**config.mk**
```make
export PLATFORM = sky130hd
export DESIGN_NAME = fwft_read_stage
export DESIGN_NICKNAME = d
export VERILOG_FILES = /design/src/rtl/fwft_pkg.sv /design/src/rtl/fwft_store.sv /design/src/rtl/fwft_ptr_sync.sv /design/src/rtl/fwft_mode_latch.sv /design/src/rtl/fwft_read_ctrl.sv /design/src/rtl/fwft_read_stage.sv
export SDC_FILE = /design/constraint.sdc
export NUM_CORES = 1
export LEC_CHECK = 0
export ABC_AREA = 0
export CAP_MARGIN = 40
export CORE_MARGIN = 1
export CORE_UTILIZATION = 38
export DETAILED_ROUTE_END_ITERATION = 8
export DONT_BUFFER_PORTS = 1
export MAX_ROUTING_LAYER = met4
export PLACE_DENSITY = 0.58
export SLEW_MARGIN = 20
export SYNTH_ARGS = -nofsm -noshare
export SYNTH_HDL_FRONTEND = slang
export SYNTH_HIERARCHICAL = 1
export SYNTH_SLANG_ARGS = --single-unit
```
**constraint.sdc**
```tcl
create_clock -name clk -period 7.3 [get_ports clk]
set_clock_uncertainty 0.1 [all_clocks]
set_input_delay 1.46 -clock clk [delete_from_list [all_inputs] [get_ports clk]]
set_output_delay 1.46 -clock clk [all_outputs]
set_load 0.005 [all_outputs]
```
**src/rtl/fwft_pkg.sv**
```systemverilog
// Package: fwft_pkg
// Shared types for the fall-through FIFO read stage.
package fwft_pkg;
    typedef enum logic {
        MODE_STD  = 1'b0,   // explicit-read mode
        MODE_FWFT = 1'b1    // fall-through mode
    } rd_mode_e;
endpackage

```
**src/rtl/fwft_store.sv**
```systemverilog
// Module: fwft_store
// Storage array with a write pointer and overflow protection.
// Assumes DEPTH is a power of two. Pointers carry one wrap bit.
// The read port is combinational, indexed by the read pointer.
module fwft_store #(
    parameter int WIDTH = 9,
    parameter int DEPTH = 8
) (
    input  logic                      clk,
    input  logic                      rst_n,
    input  logic                      wr_en,
    input  logic [WIDTH-1:0]          wr_data,
    input  logic [$clog2(DEPTH):0]    rptr,
    output logic [$clog2(DEPTH):0]    wptr,
    output logic [WIDTH-1:0]          rd_word
);
    localparam int AW = $clog2(DEPTH);
    localparam int PW = AW + 1;

    logic [WIDTH-1:0] mem [DEPTH];
    logic [PW-1:0]    used;
    logic             full;
    logic             accept;

    // Occupancy seen by the writer and the resulting acceptance decision.
    always_comb begin
        used   = wptr - rptr;
        full   = (used == PW'(DEPTH));
        accept = wr_en && !full;
    end

    // Advance the write pointer on each accepted write.
    always_ff @(posedge clk) begin
        if (!rst_n) begin
            wptr <= '0;
        end else if (accept) begin
            wptr <= wptr + PW'(1);
        end
    end

    // Store the accepted word.
    always_ff @(posedge clk) begin
        if (accept) begin
            mem[wptr[AW-1:0]] <= wr_data;
        end
    end

    // Present the word at the read pointer.
    always_comb begin
        rd_word = mem[rptr[AW-1:0]];
    end
endmodule

```
**src/rtl/fwft_ptr_sync.sv**
```systemverilog
// Module: fwft_ptr_sync
// Fixed register chain that delays the write pointer before the
// read logic sees it, standing in for a clock-domain crossing.
// Assumes STAGES >= 1.
module fwft_ptr_sync #(
    parameter int PW     = 4,
    parameter int STAGES = 1
) (
    input  logic          clk,
    input  logic          rst_n,
    input  logic [PW-1:0] ptr_in,
    output logic [PW-1:0] ptr_out
);
    logic [PW-1:0] chain [STAGES];

    for (genvar s = 0; s < STAGES; s++) begin : g_stage
        // One delay register of the chain.
        always_ff @(posedge clk) begin
            if (!rst_n) begin
                chain[s] <= '0;
            end else if (s == 0) begin
                chain[s] <= ptr_in;
            end else begin
                chain[s] <= chain[(s == 0) ? 0 : s-1];
            end
        end
    end

    assign ptr_out = chain[STAGES-1];
endmodule

```
**src/rtl/fwft_mode_latch.sv**
```systemverilog
// Module: fwft_mode_latch
// Captures the mode pin while reset is held and freezes it afterwards.
module fwft_mode_latch
    import fwft_pkg::*;
(
    input  logic     clk,
    input  logic     rst_n,
    input  logic     mode_i,
    output rd_mode_e mode_q
);
    // Sample the mode only during reset.
    always_ff @(posedge clk) begin
        if (!rst_n) begin
            mode_q <= rd_mode_e'(mode_i);
        end
    end
endmodule

```
**src/rtl/fwft_read_ctrl.sv**
```systemverilog
// Module: fwft_read_ctrl
// Read pointer, output register and flag for both modes.
// Standard mode: the flag follows the synchronised pointer one register
// later. Fall-through mode: an extra availability register sits before
// the output load, and the output register acts as a storage slot.
// Assumes wsync never runs ahead of the true write pointer.
module fwft_read_ctrl
    import fwft_pkg::*;
#(
    parameter int WIDTH = 9,
    parameter int PW    = 4
) (
    input  logic             clk,
    input  logic             rst_n,
    input  logic             mode_i,
    input  rd_mode_e         mode_q,
    input  logic             ren_n,
    input  logic [PW-1:0]    wsync,
    input  logic [WIDTH-1:0] rd_word,
    output logic [PW-1:0]    rptr,
    output logic [WIDTH-1:0] rd_data,
    output logic             flag_n
);
    logic          avail_q;
    logic          std_read;
    logic          ff_load;
    logic          take;
    logic [PW-1:0] rptr_nxt;

    // Decide whether a word leaves the array this edge.
    always_comb begin
        std_read = (mode_q == MODE_STD) && !ren_n && flag_n;
        ff_load  = (mode_q == MODE_FWFT) && avail_q && (flag_n || !ren_n);
        take     = std_read || ff_load;
        rptr_nxt = rptr + {{(PW-1){1'b0}}, take};
    end

    // Read pointer, output word, flag and fall-through availability.
    always_ff @(posedge clk) begin
        if (!rst_n) begin
            rptr    <= '0;
            rd_data <= '0;
            avail_q <= 1'b0;
            flag_n  <= mode_i;
        end else begin
            rptr <= rptr_nxt;
            if (take) begin
                rd_data <= rd_word;
            end
            if (mode_q == MODE_STD) begin
                avail_q <= 1'b0;
                flag_n  <= (wsync != rptr_nxt);
            end else begin
                avail_q <= (wsync != rptr_nxt);
                if (ff_load) begin
                    flag_n <= 1'b0;
                end else if (!ren_n) begin
                    flag_n <= 1'b1;
                end
            end
        end
    end
endmodule

```
**src/rtl/fwft_read_stage.sv**
```systemverilog
// Module: fwft_read_stage
// Top level: storage array, write-pointer delay chain, mode latch and
// read controller. One clock serves both sides; the delay chain models
// the crossing. Flag latency after a write is SYNC_STAGES+1 edges in
// standard mode and SYNC_STAGES+2 edges in fall-through mode.
module fwft_read_stage
    import fwft_pkg::*;
#(
    parameter int WIDTH       = 9,
    parameter int DEPTH       = 8,
    parameter int SYNC_STAGES = 1
) (
    input  logic             clk,
    input  logic             rst_n,
    input  logic             mode_i,
    input  logic             wr_en,
    input  logic [WIDTH-1:0] wr_data,
    input  logic             ren_n,
    output logic [WIDTH-1:0] rd_data,
    output logic             flag_n
);
    localparam int PW = $clog2(DEPTH) + 1;

    rd_mode_e         mode_q;
    logic [PW-1:0]    wptr;
    logic [PW-1:0]    wsync;
    logic [PW-1:0]    rptr;
    logic [WIDTH-1:0] rd_word;

    fwft_mode_latch u_mode (
        .clk    (clk),
        .rst_n  (rst_n),
        .mode_i (mode_i),
        .mode_q (mode_q)
    );

    fwft_store #(.WIDTH(WIDTH), .DEPTH(DEPTH)) u_store (
        .clk     (clk),
        .rst_n   (rst_n),
        .wr_en   (wr_en),
        .wr_data (wr_data),
        .rptr    (rptr),
        .wptr    (wptr),
        .rd_word (rd_word)
    );

    fwft_ptr_sync #(.PW(PW), .STAGES(SYNC_STAGES)) u_sync (
        .clk     (clk),
        .rst_n   (rst_n),
        .ptr_in  (wptr),
        .ptr_out (wsync)
    );

    fwft_read_ctrl #(.WIDTH(WIDTH), .PW(PW)) u_ctrl (
        .clk     (clk),
        .rst_n   (rst_n),
        .mode_i  (mode_i),
        .mode_q  (mode_q),
        .ren_n   (ren_n),
        .wsync   (wsync),
        .rd_word (rd_word),
        .rptr    (rptr),
        .rd_data (rd_data),
        .flag_n  (flag_n)
    );
endmodule

```
==> results of run 1 <==
placed cells by master (no fill, tap or decap), types with 2 or more instances in the layout:
cell type,Yosys,routed
a21oi_1,4,4
a31oi_1,3,3
and2_1,7,7
buf_4,0,9
bufinv_16,0,2
clkbuf_8,0,9
clkinv_1,1,2
clkinv_2,0,2
dfxtp_1,22,22
edfxtp_1,74,74
ha_1,6,6
inv_1,8,8
mux4_2,18,18
nand2_1,32,32
nand2b_1,2,2
nand3_1,2,2
nor2_1,6,6
nor3b_1,2,2
nor4b_2,0,2
o21ai_0,3,3
o221a_1,9,9
or2b_1,9,9
or3_4,2,2
or4_1,2,2
xnor2_1,5,5
xor2_1,5,5
layer usage:
metal / wire [µm] / GRT usage [%]
met1: 3280 / 19.4
met2: 3180 / 21.3
met3: 409 / 3.78
met4: 88 / 5.82
met5: 0 / -
how the worst min path moves through the flow:
stage | start | slack, ns | end
finish | u_store/wptr[3] | 0.42 | u_store/wptr[3]
global route | u_store/wptr[3] | 0.45 | u_store/wptr[3]
CTS | u_store/wptr[3] | 0.42 | u_store/wptr[3]
detailed placement | u_store/wptr[3] | 0.41 | u_store/wptr[3]
global placement | u_store/wptr[3] | 0.40 | u_store/wptr[3]
floorplan | u_store/wptr[2] | 0.36 | u_sync/chain[0][2]
logic make-up after synthesis:
kind of cell             synth area share (%)
AO/OA/AOI/OAI                            5.65
XOR/XNOR                                 2.22
adder cells (fa/ha/maj)                  1.91
buffers and inverters                    1.97
flip-flops                               67.6
multiplexers                             10.5
AND/OR/NAND/NOR                          10.1
flip-flops by register name, indices dropped and copies added (netlist names):
name / cells
u_sync/chain: 4
u_store/wptr: 4
u_ctrl/rptr: 4
u_ctrl/flag_n: 1
u_ctrl/avail_q: 1
u_mode/mode_q: 1
u_store/mem: 72
u_ctrl/rd_data: 9
power by group through the flow:
| stage | Clock, mW | Sequential [mW] | Combinational, mW |
|---|---|---|---|
| after floorplan | 0 | 0.651 | 0.152 |
| after global placement | 0 | 0.660 | 0.184 |
| after detailed placement | 0 | 0.659 | 0.189 |
| after CTS | 0.376 | 0.647 | 0.190 |
| after global routing | 0.396 | 0.651 | 0.207 |
| final | 0.364 | 0.646 | 0.186 |
stage by stage:
| step | worst slack (ns) | util, % | std cells |
|---|---|---|---|
| 2_1_floorplan | 3.65 | - | 249 |
| 3_3_place_gp | 3.68 | 41.7 | 380 |
| 3_5_place_dp | 3.66 | 41.9 | 382 |
| 4_1_cts | 3.63 | 44.1 | 398 |
| 5_1_grt | 3.44 | 44.1 | 399 |
| 6_report | 3.73 | 44.1 | 399 |
worst max-delay path: stages (launching register included):
cell and delay (ns):
dfxtp_1 0.60, clkinv_1 0.39, ha_1 0.42, and3b_1 0.20, o21ai_1 0.23, a211oi_4 0.13, nand2b_1 0.23, nor4b_2 0.72
buf_4 0.27
cell type report:
type | instances | share of cell area, %
Tap cell | 133 | 3.80
Multi-Input combinational cell | 135 | 27.9
Timing Repair Buffer | 10 | 1.89
Clock inverter | 6 | 1.89
Sequential cell | 96 | 60.9
Inverter | 9 | 0.772
Clock buffer | 10 | 2.92
==> results.toml, run 1 <==
[status]
status = "completed"

[min_path]
hold_class = "flop to flop"
whs_path_depth = 2

[timing]
worst_pin_slew_ns = 0.789
rsz0062_at_grt = "false"
min_period_ns = 3.57
holdWs_ns = 0.419
fin_tns_setup_ns = 0
setup_viol = 0
slew_headroom_pct = 47.3
max_freq_mhz = 280
drv_slew = 0
finalCritPeriodShare_pct = 49.0
hold_viol = 0

[worst_setup_path]
critPathRequiredTime_ns = 7.27
cp-endpoint = "u_store/mem[5][4]"
reg2regPathDepth = 8
critPathCaptureType = "flop"
cp-startpoint = "u_ctrl/rptr[2]"
start_kind = "flop"
r2r_end = "u_store/mem[5][4]"
critical_path_arrival_ns = 3.55
reg2reg_slack_ns = 3.73
path_class = "flop to flop"
reg2reg_from = "u_ctrl/rptr[2]"
crit_path_max_fanout = 12

[synthesis]
synthesis.nets = 269
synth_edf_count = 74
ys_top_cells_by_count = "edfxtp_1 (74), nand2_1 (32), dfxtp_1 (22)"
synthDominantCellAreaShare_pct = 56.4
synth.area.top_cells = "edfxtp_1 (56%), dfxtp_1 (11%), mux4_2 (10%)"
synth-async-reset-ratio_pct = 0
synthFlopType = "edfxtp_1"
synth.largest_area_cell = "edfxtp_1"
ys_ff_latch = 96
ys_seq_area_share_pct = 67.6
yosys_warnings = 6
yosysMostFrequentCell = "edfxtp_1"
synth.avg_cell_area_um2 = 15.8
synthesis.instances = 249
synth_cell_types = 42
synth_area_mm2 = 0.00394

[routing]
drc = 0
drt-pass1-iter-count = 4
initialDrtViolationCount = 128
ant_nets = 0
finalWirelength_um = 6960
vias = 2009
wire_per_inst_um = 17.4
viasPerCell = 5.04

[pwr]
power.density_mw_per_mm2 = 273
p_switching_mw = 0.286
clkPwrFrac_pct = 30.4
p_leak_nw = 1.53
p_seq_share_pct = 54.0
vdd_drop_max_mv = 0.119
internal_power_mw = 0.910
power_frac_comb_pct = 15.6
p_sw_share_pct = 23.9
power.total_mw = 1.20

[cts]
cts_tree = "yes"
post_cts_buffers = 0
clk_pin_slew_ns = 0.09
clockBufferDepth = 2
clock-sinks = 96
ctsResizeCount = 0
clkLatencyLatePin_ns = 0.35
ctsHoldBuffers = 0
cts_root_buf = "clkbuf_8"
numCtsBuffers = 9
htreeDepth = 3

[global_route]
grt-ovfl-total = 0
antenna_found_initial = 0
grt_max_degree = 23
grt_util_all_layers_pct = 14.6
grt_first_pass_wirelength_um = 11300
grt_pass1_vias = 2057

[floorplan]
top_level_ports = 24
core_area_mm2 = 0.00991
start_util_pct = 39.8
die_width_um = 104
num_rows = 36
dieHeight_um = 104
design.die.area_mm2 = 0.0108

[final_layout]
drive_gt1_share_pct = 19.2
regArea_mm2 = 0.00266
n_antenna_cell = 0
multi_input_area_mm2 = 0.00122
fillCellCount = 884
nNetsFinal = 281
areaGrowthSynthToFinish_pct = 11.0
fin_area_mm2 = 0.00437

[run]
drv_cap = 0

[placement]
placed_area_mm2 = 0.00416
gp_congestion = 0.706
port_buffers = 0
dpl.hpwl_um = 4760
(Power assumes the default switching activity.)
==> inputs of run 2 (changes only) <==
PLACE_DENSITY = 0.6   (was 0.58)
clock period = 3.2 ns   (was 7.3 ns; I/O delays follow)
==> run 2 against run 1 <==
Final cell count is 1.3% higher. Combinational power is 140% higher. Largest cell class unchanged. Sequential share of layout area is 0.087 points lower. Total power is 120% higher. Largest power group unchanged. Critical path type unchanged.
==> results.toml, run 2 (same netlist as run 1, synthesis figures left out) <==
[status]
status = "completed"

[global_route]
grt-ovfl-total = 0
grt_util_all_layers_pct = 15.2
grt_pass1_vias = 2143
grt_max_degree = 23
antenna_found_initial = 0
grt_first_pass_wirelength_um = 11900

[timing]
setup_viol = 0
hold_viol = 0
rsz0062_at_grt = "false"
holdWs_ns = 0.273
min_period_ns = 2.80
fin_ws_ns = 0.397
worst_pin_slew_ns = 0.646
max_freq_mhz = 357
finalCritPeriodShare_pct = 87.6
slew_headroom_pct = 56.8
drv_slew = 0

[cts]
cts_tree = "yes"
numCtsBuffers = 9
htreeDepth = 3
post_cts_buffers = 0
clk_pin_slew_ns = 0.10
clkLatencyLatePin_ns = 0.35
cts_root_buf = "clkbuf_8"
ctsHoldBuffers = 0
ctsResizeCount = 0
clockBufferDepth = 2
clock-sinks = 96

[placement]
dpl.hpwl_um = 4710
port_buffers = 0
pre_cts_ws_ns = 0.362
gp_congestion = 0.705

[floorplan]
dieHeight_um = 104
die_width_um = 104
core_area_mm2 = 0.00991
design.die.area_mm2 = 0.0108
top_level_ports = 24
num_rows = 36
start_util_pct = 39.8

[routing]
initialDrtViolationCount = 128
ant_nets = 0
finalWirelength_um = 7180
drc = 0
vias = 2088
viasPerCell = 5.17
wire_per_inst_um = 17.8
drt-pass1-iter-count = 4

[final_layout]
areaGrowthSynthToFinish_pct = 11.2
largest_reg_flops = 72
fillCellCount = 894
layout_commonest_cell = "edfxtp_1"
nNetsFinal = 286
mostFrequentLayoutCells = "edfxtp_1 (74), nand2_1 (32), dfxtp_1 (22), mux4_2 (18), buf_4 (14)"
n_antenna_cell = 0
drive_gt1_share_pct = 21.8

[worst_setup_path]
reg2regPathDepth = 8
crit_chain = "nand3_1 -> o21a_1 -> inv_1 -> ha_1 -> ha_1 -> xor2_1 -> a2111oi_0 -> a31oi_1"
critical_path_arrival_ns = 2.81
critPathCaptureType = "flop"
path_class = "flop to flop"
reg2reg_from = "u_mode/mode_q"
slowest_stage = "edfxtp_1"
reg2reg_slack_ns = 0.40
r2r_end = "u_ctrl/flag_n"
cpMostUsedCell = "ha_1"
path_buf_inv = 1
crit_path_max_incr_delay_ns = 0.48
crit_path_max_fanout = 10
critPathRequiredTime_ns = 3.21
start_kind = "flop"
path_delay_family = "compound AO/OA/AOI/OAI gates"

[min_path]
hold_class = "primary input to flop"
hold_path_end = "u_mode/mode_q"
hold_path_startpoint = "mode_i"
whs_path_depth = 0

[pwr]
clkPwrFrac_pct = 27.5
p_sw_share_pct = 26.4
p_switching_mw = 0.694
p_seq_share_pct = 55.7
power_frac_comb_pct = 16.9
p_leak_nw = 1.55
power.density_mw_per_mm2 = 601
vdd_drop_max_mv = 0.257
internal_power_mw = 1.94
power.total_mw = 2.63

[run]
drv_cap = 0
[run 2: layout make-up]
class | instances | area [µm²] | area share (%)
Timing Repair Buffer | 15 | 116 | 2.66
Tap cell | 133 | 166 | 3.80
Multi-Input combinational cell | 135 | 1220 | 27.9
Sequential cell | 96 | 2660 | 60.8
Clock inverter | 7 | 53.8 | 1.23
Clock buffer | 9 | 124 | 2.83
Inverter | 9 | 33.8 | 0.771
[run 2: power groups by stage]
stage	Clock [mW]	Sequential, mW	Combinational (mW)
after floorplan	0	1.49	0.353
after global placement	0	1.49	0.442
after detailed placement	0	1.50	0.446
after CTS	0.749	1.47	0.449
after global routing	0.796	1.48	0.497
final	0.723	1.47	0.444
[run 2: through the flow]
stage / area, µm² / utilization, % / std cells / setup TNS [ns]
global placement: 4180 / 42.1 / 385 / 0
global route: 4380 / 44.2 / 404 / 0
detailed placement: 4190 / 42.3 / 386 / 0
CTS: 4370 / 44.1 / 402 / 0
floorplan: 3960 / - / 249 / -5.12
finish: 4380 / 44.2 / 404 / 0
[run 2: layer usage]
metal / wire (µm) / part of all wire [%] / global-route usage (%)
met5: 0 / 0 / -
met4: 63 / 0.88 / 3.67
met2: 3520 / 49 / 24.1
met1: 3210 / 45 / 18.8
met3: 382 / 5.3 / 4.91
[run 2: worst max path at each step]
stage | cells after the start | to | slack [ns] | start
3_5_place_dp | 7 | u_store/mem[2][6] | 0.36 | u_ctrl/rptr[2]
3_3_place_gp | 8 | u_ctrl/flag_n | 0.40 | u_mode/mode_q
6_report | 8 | u_ctrl/flag_n | 0.40 | u_mode/mode_q
4_1_cts | 7 | u_store/mem[2][7] | 0.33 | u_ctrl/rptr[2]
5_1_grt | 8 | u_ctrl/flag_n | 0.09 | u_mode/mode_q
2_1_floorplan | 9 | u_store/mem[4][0] | -0.31 | u_ctrl/rptr[1]
